File: config.mk
export PLATFORM = sky130hd
export DESIGN_NAME = dpc_top
export DESIGN_NICKNAME = d
export VERILOG_FILES = /design/src/rtl/dpc_pkg.sv /design/src/rtl/dpc_port_decode.sv /design/src/rtl/dpc_ctrl_reg.sv /design/src/rtl/dpc_rtc_flag.sv /design/src/rtl/dpc_mem_arb.sv /design/src/rtl/dpc_top.sv
export SDC_FILE = /design/constraint.sdc
export NUM_CORES = 1
export LEC_CHECK = 0
export BUFFER_PORTS_ARGS = -buffer_cell sky130_fd_sc_hd__clkbuf_2
export CAP_MARGIN = 40
export CORE_UTILIZATION = 28
export DETAILED_ROUTE_END_ITERATION = 10
export GPL_ROUTABILITY_DRIVEN = 0
export PLACE_DENSITY = 0.82
export SLEW_MARGIN = 30
export SYNTH_ARGS = -nofsm -noshare
export SYNTH_HDL_FRONTEND = slang
export SYNTH_SLANG_ARGS = --single-unit
File: constraint.sdc
create_clock -name clk -period 1.5 [get_ports clk]
set_input_delay 0.3 -clock clk [delete_from_list [all_inputs] [get_ports clk]]
set_output_delay 0.3 -clock clk [all_outputs]
set_load 0.01 [all_outputs]
File: src/rtl/dpc_pkg.sv
package dpc_pkg;

  // Control byte layout; bit positions are visible to software
  typedef struct packed {
    logic       vram_map;
    logic       vid_off;
    logic       rtc_ie;
    logic       col40;
    logic [3:0] bank;
  } ctrl_t;

  typedef enum logic [2:0] {
    PSEL_NONE,
    PSEL_IDX,
    PSEL_DATA,
    PSEL_CLR,
    PSEL_CTRL
  } psel_e;

endpackage

File: src/rtl/dpc_port_decode.sv
module dpc_port_decode #(
  parameter int              IO_AW  = 8,
  parameter logic [IO_AW-1:0] P_IDX  = 8'hFC,
  parameter logic [IO_AW-1:0] P_DATA = 8'hFD,
  parameter logic [IO_AW-1:0] P_CLR  = 8'hFE,
  parameter logic [IO_AW-1:0] P_CTRL = 8'hFF
) (
  input  logic [IO_AW-1:0] io_addr,
  input  logic             io_wr,
  input  logic             io_rd,
  output logic             idx_we,
  output logic             dat_we,
  output logic             dat_re,
  output logic             clr_we,
  output logic             ctrl_we,
  output logic             ctrl_re
);
  import dpc_pkg::*;

  psel_e sel;

  always_comb begin
    if      (io_addr == P_IDX)  sel = PSEL_IDX;
    else if (io_addr == P_DATA) sel = PSEL_DATA;
    else if (io_addr == P_CLR)  sel = PSEL_CLR;
    else if (io_addr == P_CTRL) sel = PSEL_CTRL;
    else                        sel = PSEL_NONE;
  end

  always_comb begin
    idx_we  = 1'b0;
    dat_we  = 1'b0;
    dat_re  = 1'b0;
    clr_we  = 1'b0;
    ctrl_we = 1'b0;
    ctrl_re = 1'b0;
    unique case (sel)
      PSEL_IDX:  idx_we = io_wr;
      PSEL_DATA: begin
        dat_we = io_wr;
        dat_re = io_rd & ~io_wr;
      end
      PSEL_CLR:  clr_we = io_wr;
      PSEL_CTRL: begin
        ctrl_we = io_wr;
        ctrl_re = io_rd & ~io_wr;
      end
      default: ;
    endcase
  end

endmodule

File: src/rtl/dpc_ctrl_reg.sv
module dpc_ctrl_reg (
  input  logic           clk,
  input  logic           rst_n,
  input  logic           we,
  input  logic [7:0]     wdata,
  output dpc_pkg::ctrl_t q
);
  import dpc_pkg::*;

  ctrl_t q_nxt;

  always_comb begin
    q_nxt = q;
    if (we) q_nxt = ctrl_t'(wdata);
  end

  always_ff @(posedge clk or negedge rst_n) begin
    if (!rst_n) q <= '0;
    else        q <= q_nxt;
  end

endmodule

File: src/rtl/dpc_rtc_flag.sv
module dpc_rtc_flag (
  input  logic clk,
  input  logic rst_n,
  input  logic tick,
  input  logic ie,
  input  logic clr,
  output logic flag
);

  logic flag_nxt;

  // Clear has priority over a tick in the same cycle
  always_comb begin
    flag_nxt = flag;
    if (clr)            flag_nxt = 1'b0;
    else if (tick & ie) flag_nxt = 1'b1;
  end

  always_ff @(posedge clk or negedge rst_n) begin
    if (!rst_n) flag <= 1'b0;
    else        flag <= flag_nxt;
  end

endmodule

File: src/rtl/dpc_mem_arb.sv
module dpc_mem_arb #(
  parameter int ADDR_W  = 16,
  parameter int VRAM_AW = 11
) (
  input  logic               cpu_req,
  input  logic [ADDR_W-1:0]  cpu_addr,
  input  logic [VRAM_AW-1:0] crt_addr,
  input  logic               cclk,
  input  logic               vram_map,
  output logic               vram_cs,
  output logic               bank_cs,
  output logic               mux_cpu,
  output logic               cpu_wait,
  output logic [VRAM_AW-1:0] vram_addr
);
  localparam int HI_W = ADDR_W - VRAM_AW;

  logic in_win;
  logic hit;

  generate
    if (HI_W > 0) begin : g_win
      assign in_win = &cpu_addr[ADDR_W-1:VRAM_AW];
    end else begin : g_full
      assign in_win = 1'b1;
    end
  endgenerate

  always_comb begin
    hit       = cpu_req & vram_map & in_win;
    vram_cs   = hit;
    bank_cs   = cpu_req & ~hit;
    mux_cpu   = hit & ~cclk;
    cpu_wait  = hit & cclk;
    vram_addr = mux_cpu ? cpu_addr[VRAM_AW-1:0] : crt_addr;
  end

endmodule

File: src/rtl/dpc_top.sv
module dpc_top #(
  parameter int ADDR_W  = 16,
  parameter int VRAM_AW = 11
) (
  input  logic               clk,
  input  logic               rst_n,
  input  logic [7:0]         io_addr,
  input  logic [7:0]         io_wdata,
  input  logic               io_wr,
  input  logic               io_rd,
  output logic [7:0]         io_rdata,
  output logic               crtc_idx_we,
  output logic               crtc_dat_we,
  output logic               crtc_dat_re,
  input  logic [7:0]         crtc_rdata,
  input  logic               rtc_tick,
  input  logic               kbd_irq,
  output logic               rtc_irq,
  output logic [3:0]         bank_sel,
  output logic               vram_map,
  output logic               video_blank,
  output logic               col40,
  output logic               rtc_ie,
  input  logic               cclk,
  input  logic               cpu_req,
  input  logic [ADDR_W-1:0]  cpu_addr,
  input  logic [VRAM_AW-1:0] crt_addr,
  output logic               vram_cs,
  output logic               bank_cs,
  output logic               mux_cpu,
  output logic               cpu_wait,
  output logic [VRAM_AW-1:0] vram_addr
);
  import dpc_pkg::*;

  // Reset: asserted asynchronously, released after two edges
  logic [1:0] rst_sync;
  logic       rst_s;

  always_ff @(posedge clk or negedge rst_n) begin
    if (!rst_n) rst_sync <= 2'b00;
    else        rst_sync <= {rst_sync[0], 1'b1};
  end
  assign rst_s = rst_sync[1];

  logic  clr_we, ctrl_we, ctrl_re;
  ctrl_t ctrl;

  dpc_port_decode u_dec (
    .io_addr (io_addr),
    .io_wr   (io_wr),
    .io_rd   (io_rd),
    .idx_we  (crtc_idx_we),
    .dat_we  (crtc_dat_we),
    .dat_re  (crtc_dat_re),
    .clr_we  (clr_we),
    .ctrl_we (ctrl_we),
    .ctrl_re (ctrl_re)
  );

  dpc_ctrl_reg u_ctrl (
    .clk   (clk),
    .rst_n (rst_s),
    .we    (ctrl_we),
    .wdata (io_wdata),
    .q     (ctrl)
  );

  dpc_rtc_flag u_rtc (
    .clk   (clk),
    .rst_n (rst_s),
    .tick  (rtc_tick),
    .ie    (ctrl.rtc_ie),
    .clr   (clr_we),
    .flag  (rtc_irq)
  );

  dpc_mem_arb #(.ADDR_W(ADDR_W), .VRAM_AW(VRAM_AW)) u_arb (
    .cpu_req   (cpu_req),
    .cpu_addr  (cpu_addr),
    .crt_addr  (crt_addr),
    .cclk      (cclk),
    .vram_map  (ctrl.vram_map),
    .vram_cs   (vram_cs),
    .bank_cs   (bank_cs),
    .mux_cpu   (mux_cpu),
    .cpu_wait  (cpu_wait),
    .vram_addr (vram_addr)
  );

  assign bank_sel    = ctrl.bank;
  assign vram_map    = ctrl.vram_map;
  assign video_blank = ctrl.vid_off;
  assign col40       = ctrl.col40;
  assign rtc_ie      = ctrl.rtc_ie;

  // Status read layout differs from the control write layout in bit 7
  always_comb begin
    io_rdata = '0;
    if (crtc_dat_re)  io_rdata = crtc_rdata;
    else if (ctrl_re) io_rdata = {kbd_irq, ctrl.vid_off, ctrl.rtc_ie, ctrl.col40, 4'b0000};
  end

endmodule

After elaboration in Yosys (flattened, before gate mapping)
Index checks and enable logic that the tools add are counted. Widths: inputs -> output; s select.

Equality and inequality tests: 8. Reductions and logical operators: 2. Multiplexer cells: 15. Bitwise logic cells: 10.

Operators by type and width (count): $eq 8x8->1 const B (4); $mux 8 (2); $mux 3 (4); $mux 11 (1); $mux 1 (8); $and 1x1->1 (7); $eq 3x2->1 const B (2); $reduce_and 5->1 (1); $eq 3x1->1 const B (1); $eq 3x3->1 const B (1); $not 1->1 (3); $reduce_bool 2->1 (1).

Logic and storage cells: 42. Input bits: 59. Output and inout port bits: 35. Flip-flop bits (word level): 11.

Depth between registers and ports, before layout
Gate-level depths: netlist (run 1).

Depth after elaboration: 9. Gate-level depth with buffers: 4. Gate-level depth less buffers: 3.

Cells and area by module
A second synthesis (run 1) with hierarchy kept.

Cell total of the unflattened synthesis: 66. Area total of the unflattened synthesis: 825.8 um^2.

By module, submodules not included: dpc_ctrl_reg (area an instance 331.6 um^2, cells an instance 17, times used 1); dpc_mem_arb (area an instance 227.7 um^2, cells an instance 18, times used 1); dpc_top (area an instance 147.6 um^2, cells an instance 15, times used 1); dpc_port_decode (area an instance 85.1 um^2, cells an instance 13, times used 1); dpc_rtc_flag (area an instance 33.8 um^2, cells an instance 3, times used 1).

Worst setup path before layout (run 1)
No wires, ideal clock.

Kind: register -> output. Start point: register u_ctrl.q[7] (netlist bit). End point: output port vram_addr[0]. Arrival time: 1.266 ns. Path slack: -0.066 ns. Cell stages (with the launch flop): 5. Cell sequence: dfrtp_1 -> nand3_1 -> nor3_2 -> buf_4 -> mux2_2.

Word-level cells in the longest chain between the ends: 4.

RTL lines: from (decl) (RTL line dpc_ctrl_reg.sv:6) `output dpc_pkg::ctrl_t q`; from (signal assigned) (RTL line dpc_ctrl_reg.sv:19) `else q <= q_nxt;`; $and 1x1->1 (2 in series) (RTL line dpc_mem_arb.sv:30) `hit = cpu_req & vram_map & in_win;`; $and 1x1->1 (RTL line dpc_mem_arb.sv:33) `mux_cpu = hit & ~cclk;`; net mux_cpu (RTL line dpc_top.sv:30) `output logic mux_cpu,`; $mux 11 (RTL line dpc_mem_arb.sv:35) `vram_addr = mux_cpu ? cpu_addr[VRAM_AW-1:0] : crt_addr;`; to (decl) (RTL line dpc_top.sv:32) `output logic [VRAM_AW-1:0] vram_addr`.

The timed path passes the listed nets, and every way through them passes these cells.

Final worst setup path (run 1)
Start point: register u_ctrl.q[7] (netlist bit). End point: output port vram_addr[3].

Word-level cells in the longest chain between the ends: 4.

RTL lines (RTL line): $and 1x1->1 (2 in series) (dpc_mem_arb.sv:30); $and 1x1->1 (dpc_mem_arb.sv:33); $mux 11 (dpc_mem_arb.sv:35).

No other way between the ends.

==> results.md, run 1 <==
- Synthesized flop and latch total: 11
- Hold Crit Class: register to asynchronous set/reset pin
- Path depth of the worst reg2reg path: 4
- Critical path's slowest cell: dfrtp_1
- Wire per inst: 12.5 µm
- Final worst-path cycle share: 123%
- Syn avg cell area: roughly 11 µm²
- Total power: approximately 0.0008 W
- Worst Skew: roughly 0.0014 ns
- Synth Cell Area: about 750 µm²
- Crit Path Category: register to primary output
- Port-buffer cells: 93
- Sink Count: 11
- Starting Density: roughly 30%
- Setup TNS: -4.15 ns
- First-pass GRT wire length: roughly 3600 µm
- Initial antenna violation count: 0
- CP Max Fanout: 10
- # setup viols final: 16
- Maximum vdd drop: between 0.5 and 0.6 mV
- Critical Path, Cell by Cell: nand3_2 -> nor3_4 -> buf_12 -> mux2_4 -> clkbuf_2
- Reg2reg end: u_ctrl.q[7]$_DFFE_PN0P_
- Leakage: just over 0.9 nW
- Overall routed net length: 2670 µm
- Area Growth Syn to Fin: 120%
- Clk buf depth: 2
- Minimum clock period: 1.85 ns
- Row count: 18
- Net Count, Synth: around 130
- Final hold violations: 0
- Num CTS Buffers: 3
- Synthesized netlist cell count: 66
- DRT iter0 DRCs: 1
- DR vias/cell: 4.50
- Largest net degree at the start of global routing: 11
- Register area share after synthesis: 36.8%
- Failing checks: negative setup slack
- Detailed-route via count: around 960
- CTS root buffer: clkbuf_4
- Status: finished, violations left
- Die area: between 0.002 and 0.003 mm²
- Synth cell types: 22
- Worst setup SP type: register
- Worst setup margin: -0.346 ns
- Die height: around 54 µm
- Global router's overall resource usage: ~17%
- Worst Setup End Kind: primary output
- Grt ovf: 0
- CTS clk-pin slew, worst paths: around 0.070 ns
- Post-DP HPWL: 2090 µm
- Drt drc: 0
- Worst path max stage delay: between 0.3 and 0.4 ns
- Final Slew Violations: 0
- Core area: around 0.0025 mm²
- Post-place setup slack: -0.261 ns
- # Max-Cap Violations: 0
- Pre-antenna DRT Iters: 2
- FILL cells: between 200 and 250
- IO Count: 94
- CP required: around 1.2 ns
- H-tree levels: 1
- Synth warnings: 0
- Die width: roughly 54 µm
- WP data arrival: 1.55 ns
- Clock tree from TritonCTS: built
- Sequential Area: 275 µm²
- RSZ-0062 raised after global routing: yes
- Number of diodes: 0
- R2R setup slack: ~0.37 ns
- Routed Antenna Nets: 0
- FF-to-FF Start: u_ctrl.q[7]$_DFFE_PN0P_
- FMAX: about 540 MHz
- Vias in the first global route: between 800 and 900
- Clk Latency, worst-skew pair: approximately 0.26 ns
- PD cells: 487 mW/mm²
- Layout cells sized above 1: a little over four fifths
- Multi-input logic area: roughly 570 µm²
- Post-layout net count: between 200 and 250
## logic make-up (layout without fill, tap and decap cells)
| family | after synthesis | after routing | synth area share, % |
|---|---|---|---|
| other cells | 1 | 1 | 0.501 |
| simple gates | 25 | 25 | 23.9 |
| compound gates | 2 | 2 | 1.84 |
| mux | 23 | 23 | 33.9 |
| buf+inv | 4 | 121 | 3.01 |
| flops | 11 | 11 | 36.8 |
## state kept, by name, summed over array words and instances, names as in the netlist
signal / cells
u_ctrl.q: 8
rst_sync: 2
u_rtc.flag: 1
## cell usage in the layout (no fill, tap or decap), types with 3 or more instances in the layout
cell type  netlist  routed
mux2_4           0      11
dfrtp_1         11      11
and2_4           0       3
buf_6            0      12
mux2_2          19       8
mux2i_1          4       4
clkbuf_4         0       3
buf_2            0       5
buf_4            2      16
clkbuf_2         0      79
## critical path, delay by kind of cell, from the launching register on
family        cells  cell delay, ns
mux               1            0.31
simple gates      2            0.31
buf+inv           2            0.31
flops             1            0.36
## area by class of cell
| cell class | count | area share, % |
|---|---|---|
| Tap cell | 30 | 2.28 |
| Clock inverter | 1 | 0.304 |
| Inverter | 2 | 0.456 |
| Clock buffer | 3 | 1.37 |
| Multi-Input combinational cell | 51 | 34.8 |
| Timing Repair Buffer | 115 | 44.1 |
| Sequential cell | 11 | 16.7 |
## stage by stage
step                std cells  hold WS [ns]  utilization (%)  instance area [µm²]
finish                    213         0.143             65.8                 1650
CTS                       208         0.159             60.2                 1510
global placement          198        0.0862             55.6                 1390
floorplan                  66       0.00441                -                  797
global route              213         0.184             65.8                 1650
detailed placement        198        0.0875             55.6                 1390
## power breakdown
| group | total [W] | leakage (nW) | switching, W | internal [W] |
|---|---|---|---|---|
| Clock | 0.000192 | 0.0177 | 0.0000940 | 0.0000983 |
| Combinational | 0.000272 | 0.773 | 0.000111 | 0.000161 |
| Sequential | 0.000337 | 0.146 | 0.0000171 | 0.000319 |
| Total | 0.000801 | 0.936 | 0.000222 | 0.000579 |
## worst max path at each step
stage / startpoint / slack [ns] / cells after the start / endpoint
2_1_floorplan: u_ctrl.q[7]$_DFFE_PN0P_ / -0.06 / 4 / vram_addr[0]
3_3_place_gp: cpu_addr[13] / -0.21 / 6 / vram_addr[7]
3_5_place_dp: cpu_addr[13] / -0.26 / 6 / vram_addr[3]
4_1_cts: u_ctrl.q[7]$_DFFE_PN0P_ / -0.32 / 5 / vram_addr[3]
5_1_grt: u_ctrl.q[7]$_DFFE_PN0P_ / -0.44 / 5 / vram_addr[3]
6_report: u_ctrl.q[7]$_DFFE_PN0P_ / -0.35 / 5 / vram_addr[3]
## repair_timing
action,in CTS,in global routing
hold buffers,1,0
gates resized for setup,9,32
pin swaps,9,6
hold endpoints to repair,2,0
buffers inserted,5,5
endpoints found under the setup margin,21,23
## cell usage after synthesis
cell	count	area, µm²
mux2_2	19	214
dfrtp_1	11	275
nor2_1	6	22.5
and2_1	5	31.3
mux2i_1	4	40.0
buf_4	2	15.0
inv_1	2	7.51
nand2b_1	2	12.5
nand3_1	2	10.0
a21oi_1	1	5.00
a41oi_1	1	8.76
conb_1	1	3.75
nand2_1	1	3.75
nand4_1	1	6.26
nand4_4	1	21.3
nor2b_1	1	6.26
nor3_2	1	10.0
nor3_4	1	16.3
nor4_1	1	6.26
nor4_2	1	12.5
nor4b_1	1	8.76
or4_4	1	11.3
## per-layer routing
layer / share of wire (%) / global-route usage, % / up-vias
met2: 62 / 35.2 / 38
met5: 0 / 0 / -
li1: - / - / 475
met1: 33 / 17.0 / 443
met3: 4.5 / 1.13 / 2
met4: 0.60 / 6.58 / 0
No activity file was read; power rests on OpenSTA's default activity.
==> run 2, diff against run 1 <==
--- a/config.mk
+++ b/config.mk
@@ -5,12 +5,13 @@
 export SDC_FILE = /design/constraint.sdc
 export NUM_CORES = 1
 export LEC_CHECK = 0
+export ABC_AREA = 1
 export BUFFER_PORTS_ARGS = -buffer_cell sky130_fd_sc_hd__clkbuf_2
 export CAP_MARGIN = 40
-export CORE_UTILIZATION = 28
+export CORE_UTILIZATION = 31
 export DETAILED_ROUTE_END_ITERATION = 10
 export GPL_ROUTABILITY_DRIVEN = 0
-export PLACE_DENSITY = 0.82
+export PLACE_DENSITY = 0.84
 export SLEW_MARGIN = 30
 export SYNTH_ARGS = -nofsm -noshare
 export SYNTH_HDL_FRONTEND = slang
==> results.md, run 2 <==
- # setup viols final: 15 (-1)
- Worst setup margin: -0.251 ns (+0.0945 ns)
- Num CTS Buffers: 3 (unchanged)
- R2R setup slack: 0.74 ns (+0.37 ns)
- Register area share after synthesis: 31.1% (-5.7 points)
- Final core utilization: 55.8% (-10 points)
- IO Count: 94 (unchanged)
- Synth warnings: 0 (unchanged)
- Routed Antenna Nets: 0 (unchanged)
- P_sw: 0.000224 W (+0.97%)
- H-tree levels: 1 (unchanged)
- Layout cells sized above 1: 60.1% (-24 points)
- Largest regs: u_ctrl.q: 8 flops, rst_sync: 2 flops, u_rtc.flag: 1 flops
- Clock tree from TritonCTS: built
- EDFF count, synth: 0 (unchanged)
- FF-to-FF Start: u_ctrl.q[5]$_DFFE_PN0P_
- FILL cells: 278 (+33%)
- Combinational cell fraction of total power: 30.3% (-3.7 points)
- Final worst-path cycle share: 117% (-6.3 points)
- Final Slew Violations: 0 (unchanged)
- Crit Path Category: register to primary output
- Top cells by count, synth: nand2_1 (51), inv_1 (20), dfrtp_1 (11), o21ai_2 (8), nor2_1 (6)
- Worst Setup End Kind: primary output
- First-pass GRT wire length: 4060 µm (+13%)
- Crit path from: u_ctrl.q[7]$_DFFE_PN0P_
- Max reg flops: 8 (unchanged)
- DR vias/cell: 4.33 (-3.7%)
- Detailed-route via count: 1143 (+19%)
- Number of diodes: 0 (unchanged)
- Area Growth Syn to Fin: 72.3%
- Largest register by flop count: u_ctrl.q
- Most common cell after layout, fill and taps aside: clkbuf_2
- Worst Skew: 0.00407 ns (+0.00270 ns)
- Internal: 0.000538 W (-7.1%)
- Worst setup SP type: register
- Starting Density: 32.4% (+2.5 points)
- CP Capture Point: vram_addr[9]
- # Max-Cap Violations: 0 (unchanged)
- Clk Latency, worst-skew pair: 0.26 ns (about the same)
- Grt ovf: 0 (unchanged)
- Row count: 19 (+1)
- Vias in the first global route: 1054 (+17%)
- Ys async rst share: 100% (unchanged)
- Most frequent cells in the layout: clkbuf_2 (79), nand2_1 (45), inv_1 (19), buf_2 (13), dfrtp_1 (11)
- Post-layout net count: 293 (+21%)
- Synth top area cells: dfrtp_1 (31%), nand2_1 (22%), inv_1 (8.5%)
- Die area: 0.00308 mm² (+6.7%)
- Hold Crit Class: register to asynchronous set/reset pin
- Reg2reg end: u_rtc.flag$_DFFE_PN0P_
- Area share of the largest cell type after synthesis: 31.1% (-5.7 points)
- Largest net degree at the start of global routing: 17 (+6)
- Final hold violations: 0 (unchanged)
- Synthesized flop and latch total: 11 (unchanged)
- RSZ-0062 raised after global routing: yes
- WP data arrival: 1.45 ns (-0.10 ns)
- Failing checks: negative setup slack
- Port-buffer cells: 93 (unchanged)
- Drt drc: 0 (unchanged)
- Wire per inst: 9.53 µm (-24%)
- Status: finished, violations left
- Dominant cell type by area after synthesis: dfrtp_1
- Total power: 0.000762 W (-4.9%)
- FMAX: 571 MHz (+5.4%)
- Clk buf depth: 2 (unchanged)
- Maximum vdd drop: 0.717 mV (+25%)
- Initial antenna violation count: 0 (unchanged)
- CP required: 1.20 ns (about the same)
- Sink Count: 11 (unchanged)
- Post-DP HPWL: 2100 µm (+0.56%)
- Synthesized netlist cell count: 128 (+94%)
- Cell with the most instances after synthesis: nand2_1
- Overall routed net length: 2520 µm (-5.9%)
- Clock Power Share: 25.5% (+1.5 points)
- DRT iter0 DRCs: 58 (+57)
- Leakage: 0.996 nW (+6.5%)
- Global router's overall resource usage: 16.1% (-0.89 points)
- Synth cell types: 19 (-14%)
- Core area: 0.00273 mm² (+9.4%)
- Top FF cell, synth: dfrtp_1
- Seq pwr share: 44.2% (+2.2 points)
- CTS clk-pin slew, worst paths: 0.07 ns (about the same)
- Die height: 55.5 µm (+3.3%)
- Net Count, Synth: 187 (+50%)
- Synth Cell Area: 886 µm² (+18%)
- CTS root buffer: clkbuf_4
- Pre-antenna DRT Iters: 4 (+2)
- PD cells: 499 mW/mm² (+2.6%)
- Path depth of the worst reg2reg path: 2 (-2)
- Hold_ws: 0.147 ns (+0.00451 ns)
- Sw frac: 29.4% (+1.7 points)
- CP Max Fanout: 6 (-4)
- Die width: 55.5 µm (+3.3%)
- Minimum clock period: 1.75 ns (-0.0945 ns)
- Syn avg cell area: 6.92 µm² (-39%)
[run 2: worst min-delay path by stage]
stage,endpoint,depth (start not counted),slack (ns)
2_1_floorplan,rst_sync[0]$_DFF_PN0_,0,0.004
3_3_place_gp,rst_sync[0]$_DFF_PN0_,1,0.09
3_5_place_dp,rst_sync[1]$_DFF_PN0_,1,0.09
4_1_cts,u_ctrl.q[5]$_DFFE_PN0P_,0,0.16
5_1_grt,u_ctrl.q[5]$_DFFE_PN0P_,0,0.18
6_report,u_ctrl.q[4]$_DFFE_PN0P_,0,0.15
[run 2: critical path, stage by stage (launching register included)]
cell	delay (ns)
dfrtp_1	0.35
nand2_1	0.05
nor2_1	0.10
nand2_2	0.09
nor2_4	0.22
buf_6	0.15
nand2_2	0.04
nand2_1	0.06
buf_2	0.13
[run 2: per-layer routing]
| metal | share of wire [%] | GRT usage, % | wire length, µm |
|---|---|---|---|
| met1 | 36 | 16.6 | 911 |
| met2 | 54 | 30.8 | 1360 |
| met3 | 8.9 | 3.98 | 223 |
| met4 | 0.83 | 6.43 | 21 |
| met5 | 0 | 0 | 0 |
[run 2: power groups by stage]
stage / Combinational [W] / Clock, W / Sequential [W]
finish: 0.000231 / 0.000194 / 0.000337
global placement: 0.000217 / 0 / 0.000343
global route: 0.000258 / 0.000221 / 0.000341
detailed placement: 0.000222 / 0 / 0.000344
CTS: 0.000227 / 0.000202 / 0.000338
floorplan: 0.0000790 / 0 / 0.000351
[run 2: layout make-up]
cell class / instances / area (µm²) / share of cell area (%)
flip-flops and latches: 11 / 275 / 18.0
repair buffers: 104 / 572 / 37.5
well taps: 31 / 38.8 / 2.54
inverters: 21 / 81.3 / 5.33
clock buffers: 4 / 26.3 / 1.72
multi-input cells: 93 / 533 / 34.9
[run 2: per-stage QoR]
step / instances / TNS, ns / cell area (µm²) / worst slack (ns)
floorplan: 128 / 0 / 886 / 0.130
global placement: 256 / -0.00762 / 1410 / -0.00627
detailed placement: 256 / -0.122 / 1410 / -0.0255
CTS: 263 / -3.05 / 1470 / -0.252
global route: 264 / -4.82 / 1530 / -0.348
finish: 264 / -3.29 / 1530 / -0.251
[run 2: kinds of logic (layout without fill, tap and decap cells)]
| group | count (synthesis) | in the layout | synth area share, % |
|---|---|---|---|
| flip-flops | 11 | 11 | 31.1 |
| AO/OA/AOI/OAI | 10 | 10 | 9.18 |
| AND/OR/NAND/NOR | 82 | 82 | 46.6 |
| buffers and inverters | 24 | 129 | 12.7 |
| other | 1 | 1 | 0.423 |
[run 2: what timing repair did]
action | 4_1_cts | 5_1_grt
endpoints found under the setup margin | 16 | 24
hold buffers | 1 | 0
resized for setup | 5 | 28
buffers inserted | 2 | 2
pin swaps | 1 | 11
endpoints found under the hold margin | 2 | 0
==> run 3, diff against run 2 <==
--- a/config.mk
+++ b/config.mk
@@ -8,10 +8,13 @@
 export ABC_AREA = 1
 export BUFFER_PORTS_ARGS = -buffer_cell sky130_fd_sc_hd__clkbuf_2
 export CAP_MARGIN = 40
-export CORE_UTILIZATION = 31
+export CORE_UTILIZATION = 32
+export CTS_BUF_LIST = sky130_fd_sc_hd__clkbuf_2 sky130_fd_sc_hd__clkbuf_4 sky130_fd_sc_hd__clkbuf_8
 export DETAILED_ROUTE_END_ITERATION = 10
 export GPL_ROUTABILITY_DRIVEN = 0
-export PLACE_DENSITY = 0.84
+export HOLD_SLACK_MARGIN = 0.05
+export MAX_ROUTING_LAYER = met4
+export PLACE_DENSITY = 0.86
 export SLEW_MARGIN = 30
 export SYNTH_ARGS = -nofsm -noshare
 export SYNTH_HDL_FRONTEND = slang
==> results.md, run 3 (synthesized netlist as in run 2, its figures left out) <==
- Status: finished, violations left
- Failing checks: negative setup slack
- Final Slew Violations: 0 (unchanged)
- Most Used Layer, Global Route: met2
- First-pass GRT wire length: 3300 µm (-19%)
- Largest net degree at the start of global routing: 17 (unchanged)
- Worst setup margin: -0.233 ns (+0.0177 ns)
- Final hold violations: 0 (unchanged)
- Critical Path, Cell by Cell: nand2_1 -> nor2_2 -> nand2_2 -> nor2_4 -> buf_12 -> nand2_1 -> nand2_1 -> buf_6
- Post-place setup slack: 0.0204 ns (+0.0459 ns)
- WP data arrival: 1.43 ns (-0.02 ns)
- Dpl cell area: 0.00141 mm² (-0.27%)
- Pre-antenna DRT Iters: 3 (-1)
- Most frequent cells in the layout: clkbuf_2 (81), nand2_1 (50), inv_1 (20), dfrtp_1 (11), buf_2 (10)
- Worst setup SP type: register
- Finished Layout Cells: 261 (-1.1%)
- Vias in the first global route: 878 (-17%)
- GRT met1 Usage: 15.5% (-1.1 points)
- Finished layout cell area: 0.00149 mm² (-2.2%)
- Sink Count: 11 (unchanged)
- Crit-path leading delay family: simple AND/OR/NAND/NOR gates
- Most frequent CP cell: nand2_1
- Multi-input logic area: 508 µm² (-4.7%)
- Die height: 54.6 µm (-1.5%)
- Area Growth Syn to Fin: 68.5%
- Clock tree from TritonCTS: built
- RSZ-0062 raised after global routing: yes
- Crit Path Category: register to primary output
- Clk Latency, worst-skew pair: 0.26 ns (about the same)
- M2 GR Usage: 30.9% (+0.11 points)
- Overall routed net length: 2360 µm (-6.0%)
- Max reg flops: 8 (unchanged)
- Post-layout net count: 291 (-0.68%)
- Die area: 0.00298 mm² (-3.0%)
- Starting Density: 34.8% (+2.4 points)
- # setup viols final: 13 (-2)
- Met3 usage: 2.78% (-1.2 points)
- Layout cells sized above 1: 57.6% (-2.5 points)
- Global router's overall resource usage: 15.9% (-0.23 points)
- Port-buffer cells: 93 (unchanged)
- CP Max Fanout: 10 (+4)
- Sequential Area: 275 µm² (unchanged)
- # Max-Cap Violations: 0 (unchanged)
- Critical path's slowest cell: dfrtp_1
- Largest register by flop count: u_ctrl.q
- Worst Setup End Kind: primary output
- Sw frac: 28.0% (-1.4 points)
- PD cells: 521 mW/mm² (+4.4%)
- Grt ovf: 0 (unchanged)
- Row count: 18 (-1)
- DRT iter0 DRCs: 8 (-86%)
- Post-DP HPWL: 2070 µm (-1.3%)
- Die width: 54.6 µm (-1.5%)
- Largest regs: u_ctrl.q: 8 flops, rst_sync: 2 flops, u_rtc.flag: 1 flops
- Number of diodes: 0 (unchanged)
- Hold Crit Class: register to asynchronous set/reset pin
- Initial antenna violation count: 0 (unchanged)
- Leakage: 0.983 nW (-1.3%)
- Combinational cell fraction of total power: 29.4% (-0.9 points)
- Routed Antenna Nets: 0 (unchanged)
- Minimum clock period: 1.73 ns (-0.0177 ns)
- Worst path max stage delay: 0.35 ns (about the same)
- H-tree levels: 1 (unchanged)
- Worst Skew: 0.00229 ns (-0.00179 ns)
- Most common cell after layout, fill and taps aside: clkbuf_2
- FILL cells: 260 (-6.5%)
- CTS clk-pin slew, worst paths: 0.06 ns (about the same)
- Drt drc: 0 (unchanged)
- CTS root buffer: clkbuf_4
- Maximum vdd drop: 0.661 mV (-7.8%)
- IO Count: 94 (unchanged)
- Clk buf depth: 2 (unchanged)
- # placed instances: 253 (-1.2%)
- WP buf/inv: 2 (unchanged)
- Seq pwr share: 43.5% (-0.7 points)
- Core area: 0.00254 mm² (-6.9%)
- Detailed-route via count: 1118 (-2.2%)
- P_sw: 0.000218 W (-2.8%)
- Wire per inst: 9.05 µm (-5.0%)
- Num CTS Buffers: 3 (unchanged)
- FMAX: 577 MHz (+1.0%)
- DR vias/cell: 4.28 (-1.1%)
- Internal: 0.000560 W (+4.2%)
- CP required: 1.20 ns (about the same)
- Final worst-path cycle share: 116% (-1.2 points)
- Clock Power Share: 27.1% (+1.6 points)
run 3: through the flow:
step	TNS [ns]	power [W]	utilization, %	hold WS (ns)
floorplan	0	0.000430	-	0.00441
global placement	0	0.000559	55.2	0.0878
detailed placement	0	0.000565	55.2	0.0880
CTS	-2.42	0.000789	57.2	0.160
global route	-4.26	0.000841	58.7	0.173
finish	-2.50	0.000778	58.7	0.140
run 3: final timing paths:
kind | start | end | slack [ns] | depth (start not counted)
setup / recovery | u_ctrl.q[7]$_DFFE_PN0P_ | vram_addr[5] | -0.23 | 8
hold / removal | rst_sync[1]$_DFF_PN0_ | u_ctrl.q[3]$_DFFE_PN0P_ | 0.14 | 0
setup reg to reg | u_ctrl.q[7]$_DFFE_PN0P_ | u_ctrl.q[7]$_DFFE_PN0P_ | 0.64 | 4
hold reg to reg | rst_sync[1]$_DFF_PN0_ | u_ctrl.q[3]$_DFFE_PN0P_ | 0.14 | 0
max in group asynchronous | rst_n | rst_sync[0]$_DFF_PN0_ | 1.06 | 2
min in group clk | io_wdata[6] | u_ctrl.q[6]$_DFFE_PN0P_ | 0.25 | 3
run 3: final cells by class:
cell class | count | area share [%]
multi-input cells | 93 | 34.0
well taps | 30 | 2.51
inverters | 21 | 5.45
clock buffers | 4 | 2.01
repair buffers | 102 | 37.6
flip-flops and latches | 11 | 18.4
run 3: worst register-to-register path, cell delays in order, from the launching register on:
cell and delay, ns:
dfrtp_1 0.38, buf_4 0.13, buf_4 0.12, nand2_1 0.07
o21ai_2 0.05
run 3: power groups by stage:
stage | Clock, W | Sequential, W | Combinational [W]
final | 0.000211 | 0.000338 | 0.000229
after global routing | 0.000236 | 0.000343 | 0.000263
after CTS | 0.000224 | 0.000339 | 0.000226
after detailed placement | 0 | 0.000344 | 0.000221
after global placement | 0 | 0.000343 | 0.000216
after floorplan | 0 | 0.000351 | 0.0000790
run 3: timing repair:
item	4_1_cts	5_1_grt
resized for setup	1	18
pin swaps	0	5
setup buffers	1	2
setup endpoints to repair	13	21
hold buffers	1	0
endpoints found under the hold margin	2	0
run 3: routing by layer:
layer,vias up,wire [µm]
met5,-,0
met4,0,0
met3,0,207
met2,52,1280
met1,477,876
li1,589,-
